**config.mk**
```make
export PLATFORM = sky130hd
export DESIGN_NAME = wdog_bcd_alarm
export DESIGN_NICKNAME = d
export VERILOG_FILES = /design/src/rtl/wdog_alarm_pkg.sv /design/src/rtl/wdog_bcd_digit_dec.sv /design/src/rtl/wdog_bcd_chain.sv /design/src/rtl/wdog_count_core.sv /design/src/rtl/wdog_pulse_gen.sv /design/src/rtl/wdog_bcd_alarm.sv
export SDC_FILE = /design/constraint.sdc
export NUM_CORES = 1
export LEC_CHECK = 0
export CAP_MARGIN = 20
export CORE_MARGIN = 10
export CORE_UTILIZATION = 65
export DETAILED_ROUTE_END_ITERATION = 12
export DONT_BUFFER_PORTS = 1
export PLACE_DENSITY = 0.9
export REMOVE_ABC_BUFFERS = 1
export SETUP_SLACK_MARGIN = 0.02
export SYNTH_ARGS = -nofsm -noshare
export SYNTH_HDL_FRONTEND = slang
export SYNTH_HIERARCHICAL = 1
export SYNTH_SLANG_ARGS = --single-unit
export TNS_END_PERCENT = 5
```
**constraint.sdc**
```tcl
create_clock -name clk -period 9.71 [get_ports clk]
set_clock_uncertainty 0.2 [all_clocks]
set_input_delay 1.4565 -clock clk [delete_from_list [all_inputs] [get_ports clk]]
set_output_delay 1.4565 -clock clk [all_outputs]
set_load 0.02 [all_outputs]
```
**src/rtl/wdog_alarm_pkg.sv**
```systemverilog
package wdog_alarm_pkg;
   typedef logic [3:0] bcd_digit_t;
   localparam bcd_digit_t BCD_TOP = 4'd9;
   localparam int unsigned BITS_PER_DIGIT = 4;
   localparam int unsigned DIGITS_PER_BYTE = 2;
endpackage

```
**src/rtl/wdog_bcd_digit_dec.sv**
```systemverilog
module wdog_bcd_digit_dec
   import wdog_alarm_pkg::*;
(
   input  bcd_digit_t din,
   input  logic       borrow_in,
   output bcd_digit_t dout,
   output logic       borrow_out
);
   always_comb begin
      borrow_out = borrow_in && (din == '0);
      if (!borrow_in)
         dout = din;
      else if (din == '0)
         dout = BCD_TOP;
      else
         dout = din - 4'd1;
   end
endmodule

```
**src/rtl/wdog_bcd_chain.sv**
```systemverilog
module wdog_bcd_chain
   import wdog_alarm_pkg::*;
#(
   parameter int DIGITS = 4,
   localparam int W = DIGITS * BITS_PER_DIGIT
) (
   input  logic [W-1:0] value,
   output logic [W-1:0] value_dec,
   output logic         is_zero
);
   logic [DIGITS:0] brw;
   assign brw[0] = 1'b1;

   for (genvar i = 0; i < DIGITS; i++) begin : g_digit
      wdog_bcd_digit_dec u_dig (
         .din       (value[BITS_PER_DIGIT*i +: BITS_PER_DIGIT]),
         .borrow_in (brw[i]),
         .dout      (value_dec[BITS_PER_DIGIT*i +: BITS_PER_DIGIT]),
         .borrow_out(brw[i+1])
      );
   end

   // a borrow that leaves the top digit means every digit was zero
   assign is_zero = brw[DIGITS];
endmodule

```
**src/rtl/wdog_count_core.sv**
```systemverilog
module wdog_count_core
   import wdog_alarm_pkg::*;
#(
   parameter int DIGITS = 4,
   parameter int SEL_W  = 1
) (
   input  logic             clk,
   input  logic             rst_n,
   input  logic             tick,
   input  logic             en,
   input  logic             wr_ok,
   input  logic             rd_ok,
   input  logic [SEL_W-1:0] sel,
   input  logic [7:0]       wdata,
   output logic [7:0]       rdata,
   output logic             expire
);
   localparam int W     = DIGITS * BITS_PER_DIGIT;
   localparam int BYTES = DIGITS / DIGITS_PER_BYTE;

   logic [W-1:0] count_q, seed_q, seed_n, count_dec;
   logic [7:0]   rd_byte;
   logic         cur_zero, load, step;

   wdog_bcd_chain #(.DIGITS(DIGITS)) u_chain (
      .value    (count_q),
      .value_dec(count_dec),
      .is_zero  (cur_zero)
   );

   assign load   = wr_ok | rd_ok;
   assign step   = en && tick && !cur_zero && !load;
   assign expire = step && (count_dec == '0);

   always_comb begin
      seed_n = seed_q;
      if (wr_ok) begin
         for (int b = 0; b < BYTES; b++) begin
            if (sel == SEL_W'(b)) seed_n[8*b +: 8] = wdata;
         end
      end
   end

   if (BYTES == 1) begin : g_one_byte
      assign rd_byte = count_q[7:0];
   end else begin : g_multi_byte
      always_comb begin
         rd_byte = count_q[7:0];
         for (int b = 0; b < BYTES; b++) begin
            if (sel == SEL_W'(b)) rd_byte = count_q[8*b +: 8];
         end
      end
   end

   always_ff @(posedge clk) begin
      if (!rst_n) begin
         count_q <= '0;
         seed_q  <= '0;
         rdata   <= '0;
      end else begin
         if (load) begin
            count_q <= seed_n;
            seed_q  <= seed_n;
         end else if (step) begin
            count_q <= count_dec;
         end
         if (rd_ok && !wr_ok) rdata <= rd_byte;
      end
   end

   p_stop_at_zero_r10: assert property (@(posedge clk) disable iff (!rst_n)
      (cur_zero && !load) |=> cur_zero);
   p_hold_disabled_r7: assert property (@(posedge clk) disable iff (!rst_n)
      (!en && !load) |=> $stable(count_q));
   p_tick_moves_r4: assert property (@(posedge clk) disable iff (!rst_n)
      (en && tick && !cur_zero && !load) |=> (count_q != $past(count_q)));
endmodule

```
**src/rtl/wdog_pulse_gen.sv**
```systemverilog
module wdog_pulse_gen #(
   parameter int PULSE_CLKS = 20,
   localparam int CW = $clog2(PULSE_CLKS + 1)
) (
   input  logic clk,
   input  logic rst_n,
   input  logic start,
   output logic active
);
   if (PULSE_CLKS == 1) begin : g_single
      logic on_q;
      always_ff @(posedge clk) begin
         if (!rst_n) on_q <= 1'b0;
         else        on_q <= start;
      end
      assign active = on_q;
   end else begin : g_counted
      logic [CW-1:0] remain_q, run_q;
      always_ff @(posedge clk) begin
         if (!rst_n)              remain_q <= '0;
         else if (start)          remain_q <= CW'(PULSE_CLKS);
         else if (remain_q != '0) remain_q <= remain_q - 1'b1;
      end
      assign active = (remain_q != '0);

      // elapsed-cycle count, used only to check the pulse width
      always_ff @(posedge clk) begin
         if (!rst_n || !active) run_q <= '0;
         else                   run_q <= run_q + 1'b1;
      end

      p_pulse_width_r6: assert property (@(posedge clk) disable iff (!rst_n)
         $fell(active) |-> ($past(run_q) == CW'(PULSE_CLKS - 1)));
   end
endmodule

```
**src/rtl/wdog_bcd_alarm.sv**
```systemverilog
module wdog_bcd_alarm #(
   parameter int DIGITS     = 4,
   parameter int PULSE_CLKS = 20,
   localparam int BYTES = DIGITS / 2,
   localparam int SEL_W = (BYTES > 1) ? $clog2(BYTES) : 1
) (
   input  logic             clk,
   input  logic             rst_n,
   input  logic             tick_100hz,
   input  logic             count_en,
   input  logic             rst_steer,
   input  logic             reg_wr,
   input  logic             reg_rd,
   input  logic [SEL_W-1:0] reg_sel,
   input  logic [7:0]       reg_wdata,
   output logic [7:0]       reg_rdata,
   input  logic             flag_wr,
   input  logic             flag_wdata,
   output logic             alarm_flag,
   output logic             rst_req,
   output logic             access_block
);
   if (DIGITS < 2 || (DIGITS % 2) != 0) begin : g_bad_digits
      $error("DIGITS must be an even number of at least 2");
   end
   if (PULSE_CLKS < 1) begin : g_bad_pulse
      $error("PULSE_CLKS must be at least 1");
   end

   logic wr_ok, rd_ok, flag_clr, expire, pulse_on;

   assign wr_ok    = reg_wr & ~access_block;
   assign rd_ok    = reg_rd & ~access_block;
   assign flag_clr = flag_wr & ~flag_wdata & ~access_block;

   wdog_count_core #(.DIGITS(DIGITS), .SEL_W(SEL_W)) u_core (
      .clk   (clk),
      .rst_n (rst_n),
      .tick  (tick_100hz),
      .en    (count_en),
      .wr_ok (wr_ok),
      .rd_ok (rd_ok),
      .sel   (reg_sel),
      .wdata (reg_wdata),
      .rdata (reg_rdata),
      .expire(expire)
   );

   wdog_pulse_gen #(.PULSE_CLKS(PULSE_CLKS)) u_pulse (
      .clk   (clk),
      .rst_n (rst_n),
      .start (expire & rst_steer),
      .active(pulse_on)
   );

   assign rst_req      = pulse_on;
   assign access_block = pulse_on;

   always_ff @(posedge clk) begin
      if (!rst_n)        alarm_flag <= 1'b0;
      else if (expire)   alarm_flag <= 1'b1;
      else if (flag_clr) alarm_flag <= 1'b0;
   end

   p_flag_on_expire_r5: assert property (@(posedge clk) disable iff (!rst_n)
      expire |=> alarm_flag);
   p_flag_sticky_r9: assert property (@(posedge clk) disable iff (!rst_n)
      (alarm_flag && !flag_clr) |=> alarm_flag);
   p_blocked_read_r6: assert property (@(posedge clk) disable iff (!rst_n)
      access_block |=> $stable(reg_rdata));
endmodule

```
Word-level counts from Yosys, hierarchy flattened:

Index checks and enable logic that the tools add are counted.

* add/sub/neg operators: 5
* muxes and demuxes: 17
* bitwise operators: 9
* reduce and logical (&&, ||, !) cells: 21

Operators with widths (count)
* 16-bit two-way mux: 3
* 4-bit two-way mux: 7
* 8-bit two-way mux: 3
* 16-bit zero test: 1
* 4-bit zero test: 4
* 4-bit by 1-bit subtractor with 4-bit output (second input constant): 4
* 5-bit two-way mux: 2
* 1-bit logical AND: 8
* 2-bit nonzero test: 3
* 1-bit AND: 5
* 5-bit nonzero test: 1
* 5-bit by 1-bit subtractor with 5-bit output (second input constant): 1
* 1-bit zero test: 3
* 1-bit NOT: 3
* 1-bit two-way mux: 2
* 2-bit OR reduction: 1
* 1-bit bitwise OR: 1

* register bits: 46
* input port bits: 18
* word-level logic and storage cells: 58

Logic depth before layout (Yosys ltp):

* depth after elaboration: 10
* depth in mapped cells: 16
* depth with buffers taken out: 15

Cells and area by module:

The synthesis kept the hierarchy.

By module, submodules not included
* wdog_count_core: times used 1, cells an instance 206, area an instance 1905.6 um^2, seq. area each 800.8 um^2
* wdog_bcd_digit_dec: times used 4, cells an instance 11, area an instance 78.8 um^2, seq. area each 0.0 um^2
* wdog_pulse_gen: times used 1, cells an instance 25, area an instance 242.7 um^2, seq. area each 100.1 um^2
* wdog_bcd_alarm: times used 1, cells an instance 8, area an instance 71.3 um^2, seq. area each 20.0 um^2
* wdog_bcd_chain: times used 1, cells an instance 1, area an instance 3.8 um^2, seq. area each 0.0 um^2

Worst setup path before layout:

No wires, ideal clock.

* path kind: register to register
* start: register u_core.count_q[0]
* end: register u_pulse.g_counted.remain_q[3]
* library setup time: 0.131 ns
* arrival time: 3.619 ns
* required time: 9.379 ns
* path slack: 5.760 ns
* stages on the path, launching flop included: 14
* buffers on the path: 0
* clock period less this slack: 3.950 ns
* cells stage by stage: dfxtp_1 > nand2b_4 > nor4_1 > nand2b_4 > nor4_1 > nand2b_4 > nor4_1 > nand2b_4 > a21o_2 > or4_1 > nor3_1 > and2_2 > nand2b_1 > nor3_1

* elaborated cells between the ends (all ways): 16
* those cells by class: add/sub (1); mux (4); bitwise (1); reduce/logical (10)

RTL lines
* from (decl): RTL line wdog_count_core.sv:21 `logic [W-1:0] count_q, seed_q, seed_n, count_dec;`
* from (signal assigned): RTL line wdog_count_core.sv:62 `count_q <= seed_n;`
* from (signal assigned): RTL line wdog_count_core.sv:65 `count_q <= count_dec;`
* 4-bit zero test: RTL line wdog_bcd_digit_dec.sv:10 `borrow_out = borrow_in && (din == '0);`
* named net u_core.u_chain.brw[1]: RTL line wdog_bcd_chain.sv:11 `logic [DIGITS:0] brw;`
* 1-bit logical AND: RTL line wdog_bcd_digit_dec.sv:10
* named net u_core.u_chain.brw[2]: RTL line wdog_bcd_chain.sv:11
* 1-bit logical AND: RTL line wdog_bcd_digit_dec.sv:10
* named net u_core.u_chain.brw[3]: RTL line wdog_bcd_chain.sv:11
* 4-bit two-way mux: RTL line wdog_bcd_digit_dec.sv:11 `if (!borrow_in)`
* named net u_core.count_dec[13]: RTL line wdog_count_core.sv:21
* 16-bit zero test: RTL line wdog_count_core.sv:33 `assign expire = step && (count_dec == '0);`
* 1-bit logical AND: RTL line wdog_count_core.sv:33
* named net expire: RTL line wdog_bcd_alarm.sv:30 `logic wr_ok, rd_ok, flag_clr, expire, pulse_on;`
* 1-bit AND: RTL line wdog_bcd_alarm.sv:52 `.start (expire & rst_steer),`
* 2-bit OR reduction (no source line)
* to (signal assigned): RTL line wdog_pulse_gen.sv:21 `else if (start) remain_q <= CW'(PULSE_CLKS);`
* to (signal assigned): RTL line wdog_pulse_gen.sv:22 `else if (remain_q != '0) remain_q <= remain_q - 1'b1;`
* to (decl): RTL line wdog_pulse_gen.sv:18 `logic [CW-1:0] remain_q, run_q;`

The timed path passes the listed nets, and every way through them passes these cells.
A chain may end at the register's enable or synchronous reset.

Final worst setup path:

* start: register u_core.count_q[1]
* end: register u_core.count_q[15]

* cells in the longest elaborated chain, start to end: 8
* elaborated cells between the ends (all ways): 11
* those cells by class: mux (3); reduce/logical (8)

Ends and longest elaborated chain
* 4-bit zero test: RTL line wdog_bcd_digit_dec.sv:10
* named net u_core.u_chain.brw[1]: RTL line wdog_bcd_chain.sv:11
* 1-bit logical AND: RTL line wdog_bcd_digit_dec.sv:10
* named net u_core.u_chain.brw[2]: RTL line wdog_bcd_chain.sv:11
* 1-bit logical AND: RTL line wdog_bcd_digit_dec.sv:10
* named net u_core.u_chain.brw[3]: RTL line wdog_bcd_chain.sv:11
* 1-bit logical AND: RTL line wdog_bcd_digit_dec.sv:10
* named net u_core.cur_zero: RTL line wdog_count_core.sv:23 `logic cur_zero, load, step;`
* 1-bit zero test: RTL line wdog_count_core.sv:32 `assign step = en && tick && !cur_zero && !load;`
* 1-bit logical AND (2 in series): RTL line wdog_count_core.sv:32
* 2-bit nonzero test (no source line)

The timed path passes the listed nets, and every way through them passes these cells. The select of a mux whose other input is x is not followed.

==> impl_metrics.toml <==
[status]
status = "complete, no violations"

[yosys]
synthCells = 284
synth_seq_area_share = 0.3627
avgSynthCellArea_sq_um = 8.939
syn_area_sq_um = 2539
synth_cell_types = 54
synth_edf_count = 0
post-synth-top-count-cell = "nand2_1"
yosys.area.top_type_share = 0.3627
synth_seq_cells = 46
synthArstFlopShare = 0
synth_flop_cell = "dfxtp_1"
synth_common_cells = "nand2_1 (51), dfxtp_1 (46), nor2_1 (18)"
yosysTopAreaCell = "dfxtp_1"
synthTopCellsByArea = "dfxtp_1 (36%), nand2_1 (7.5%), mux2i_1 (3.5%)"
yosysWarnings = 6

[cells_and_area]
fin_nets = 293
diodes = 0
syn2layout_area_growth_pct = 1.725
fill_cells = 316
final_layout_size_suffix_gt1_frac = 0.1309
layout.cells.non_filler = 323

[timing]
tns_ps = 0
clock.fmax_mhz = 216.0
tightest_slew_ps = 961.9
setup_viol = 0
drv_slew = 0
worst_slack_ps = 5080
whs_ps = 257.1
hold_viol_final = 0
period_needed_ps = 4630
fin_crit_sh = 0.4769
slew_headroom = 0.3559
rsz0062_at_grt = "no"

[worst_hold_path]
hold_class = "reg2reg"

[clocking]
cts_made_buffers = 5
root_buffer = "clkbuf_8"
cts_tree = "done"
clkTransAtPathRegs_ps = 90
ctsHoldBuffers = 0
cts_setup_buffers = 0
clockBufferDepth = 2
clock_sinks = 46
post_cts_resized = 0
clk_latency_ps = 310
htree_levels = 2

[detailed_routing]
vias_per_cell = 6.752
wirelength_um = 6331
wl_per_cell_um = 19.60
ant_nets = 0
drtIter0Drc = 282
firstDrtPassIters = 6
dr_total_vias = 2181
drc = 0

[worst_setup_path]
critical_path_class = "reg2reg"
r2r_setup_slack_ps = 5080
cp_data_arrival_time_ps = 4630
startpoint_type = "flop"
crit_fanout = 18
crit_path_end_kind = "flop"
cp.required_ps = 9710

[floorplanning]
dieArea_sq_um = 6805
die_h_um = 82.50
rows = 22
initial_core_util = 0.6832
die_w_um = 82.50
fp.coreArea_sq_um = 3716
io_pins = 29

[grt]
grt_max_degree = 28
grt_pass1_vias = 1964
grt_util_all_layers = 0.1928
antenna_found_initial = 0
grt_first_pass_wirelength_um = 10090
grt_overflow = 0

[power_and_ir_drop]
cellLeakagePower_nw = 0.8988
ir_drop_mv = 0.1648
fin_total_pwr_uw = 939.6
powerDensity_nw_per_um2 = 363.8

[placed_design]
routabilityCongestion = 0.8882
portBuffers = 0
dp_hpwl_um = 4245
dp.cells = 315
preCtsSetupSlack_ps = 5165

[flow_run]
max-cap-violations = 0
[placed cells by master (no fill, tap or decap), types with 2 or more instances in the layout]
cell type	n
a211oi_1	8
a21o_2	4
a21oi_1	9
a22oi_1	2
a311oi_1	3
a31oi_1	7
a41oi_1	9
a41oi_2	3
clkbuf_8	5
conb_1	2
dfxtp_1	46
inv_1	2
mux2i_1	9
nand2_1	51
nand2b_1	3
nand2b_4	4
nor2_1	18
nor2b_1	3
nor3_1	15
nor4_1	7
o21ai_0	9
o21ai_1	4
o31ai_1	4
o31ai_2	6
o31ai_4	3
or4b_1	4
xor2_1	8
[power breakdown]
group	switching (mW)	internal, mW
logic	0.287	0.165
registers	0.0936	0.251
clock network	0.0663	0.0768
total	0.447	0.493
[per-layer routing]
metal  vias to the layer above  GRT usage  wire length [um]
met1                      1027     0.2476              2650
li1                       1014          -                 -
met2                       116     0.2955              2911
met3                        24    0.06479               592
met5                         -          0                 0
met4                         0    0.06856               177
[registers in the layout, summed over array words and instances, names as in the netlist]
| register | flops |
|---|---|
| u_core/rdata | 8 |
| u_core/count_q | 16 |
| u_core/seed_q | 16 |
| u_pulse/g_counted.remain_q | 5 |
| alarm_flag | 1 |
[cell type report]
class	instances	area, sq um	area share
clock buffers	6	72.57	0.02810
clock inverters	2	37.54	0.01453
inverters	4	15.01	0.005814
flip-flops and latches	46	920.9	0.3566
well taps	48	60.06	0.02326
multi-input cells	217	1476	0.5717
[through the flow]
stage / area [sq um] / util
2_1_floorplan: 2412 / -
3_3_place_gp: 2472 / 0.6653
3_5_place_dp: 2472 / 0.6653
4_1_cts: 2582 / 0.6949
5_1_grt: 2582 / 0.6949
6_report: 2582 / 0.6949
[worst paths after layout]
| kind | start | to | depth (start not counted) |
|---|---|---|---|
| max | u_core/count_q[1] | u_core/count_q[15] | 10 |
| min reg2reg | u_core/seed_q[1] | u_core/seed_q[1] | 2 |
| min | u_core/seed_q[1] | u_core/seed_q[1] | 2 |
| max reg2reg | u_core/count_q[1] | u_core/count_q[15] | 10 |
[cell families after synthesis]
logic type / share of synthesized area
buffers and inverters: 0.05717
adders and majority gates: 0.004928
xor gates and xnor gates: 0.03105
muxes: 0.03992
DFF: 0.3627
other: 0.001477
and+or+nand+nor: 0.2499
AOI/OAI and AO/OA: 0.2528
[worst max-delay path, stage by stage (launching register included)]
cell,delay [ps]
dfxtp_1,400
nor4_1,710
nand2b_4,130
nor4_1,580
nand2b_4,130
nor4_1,520
nand2b_4,120
nor4_1,170
and3b_1,500
nand2b_1,640
a311oi_1,400
(Power assumes the default switching activity.)
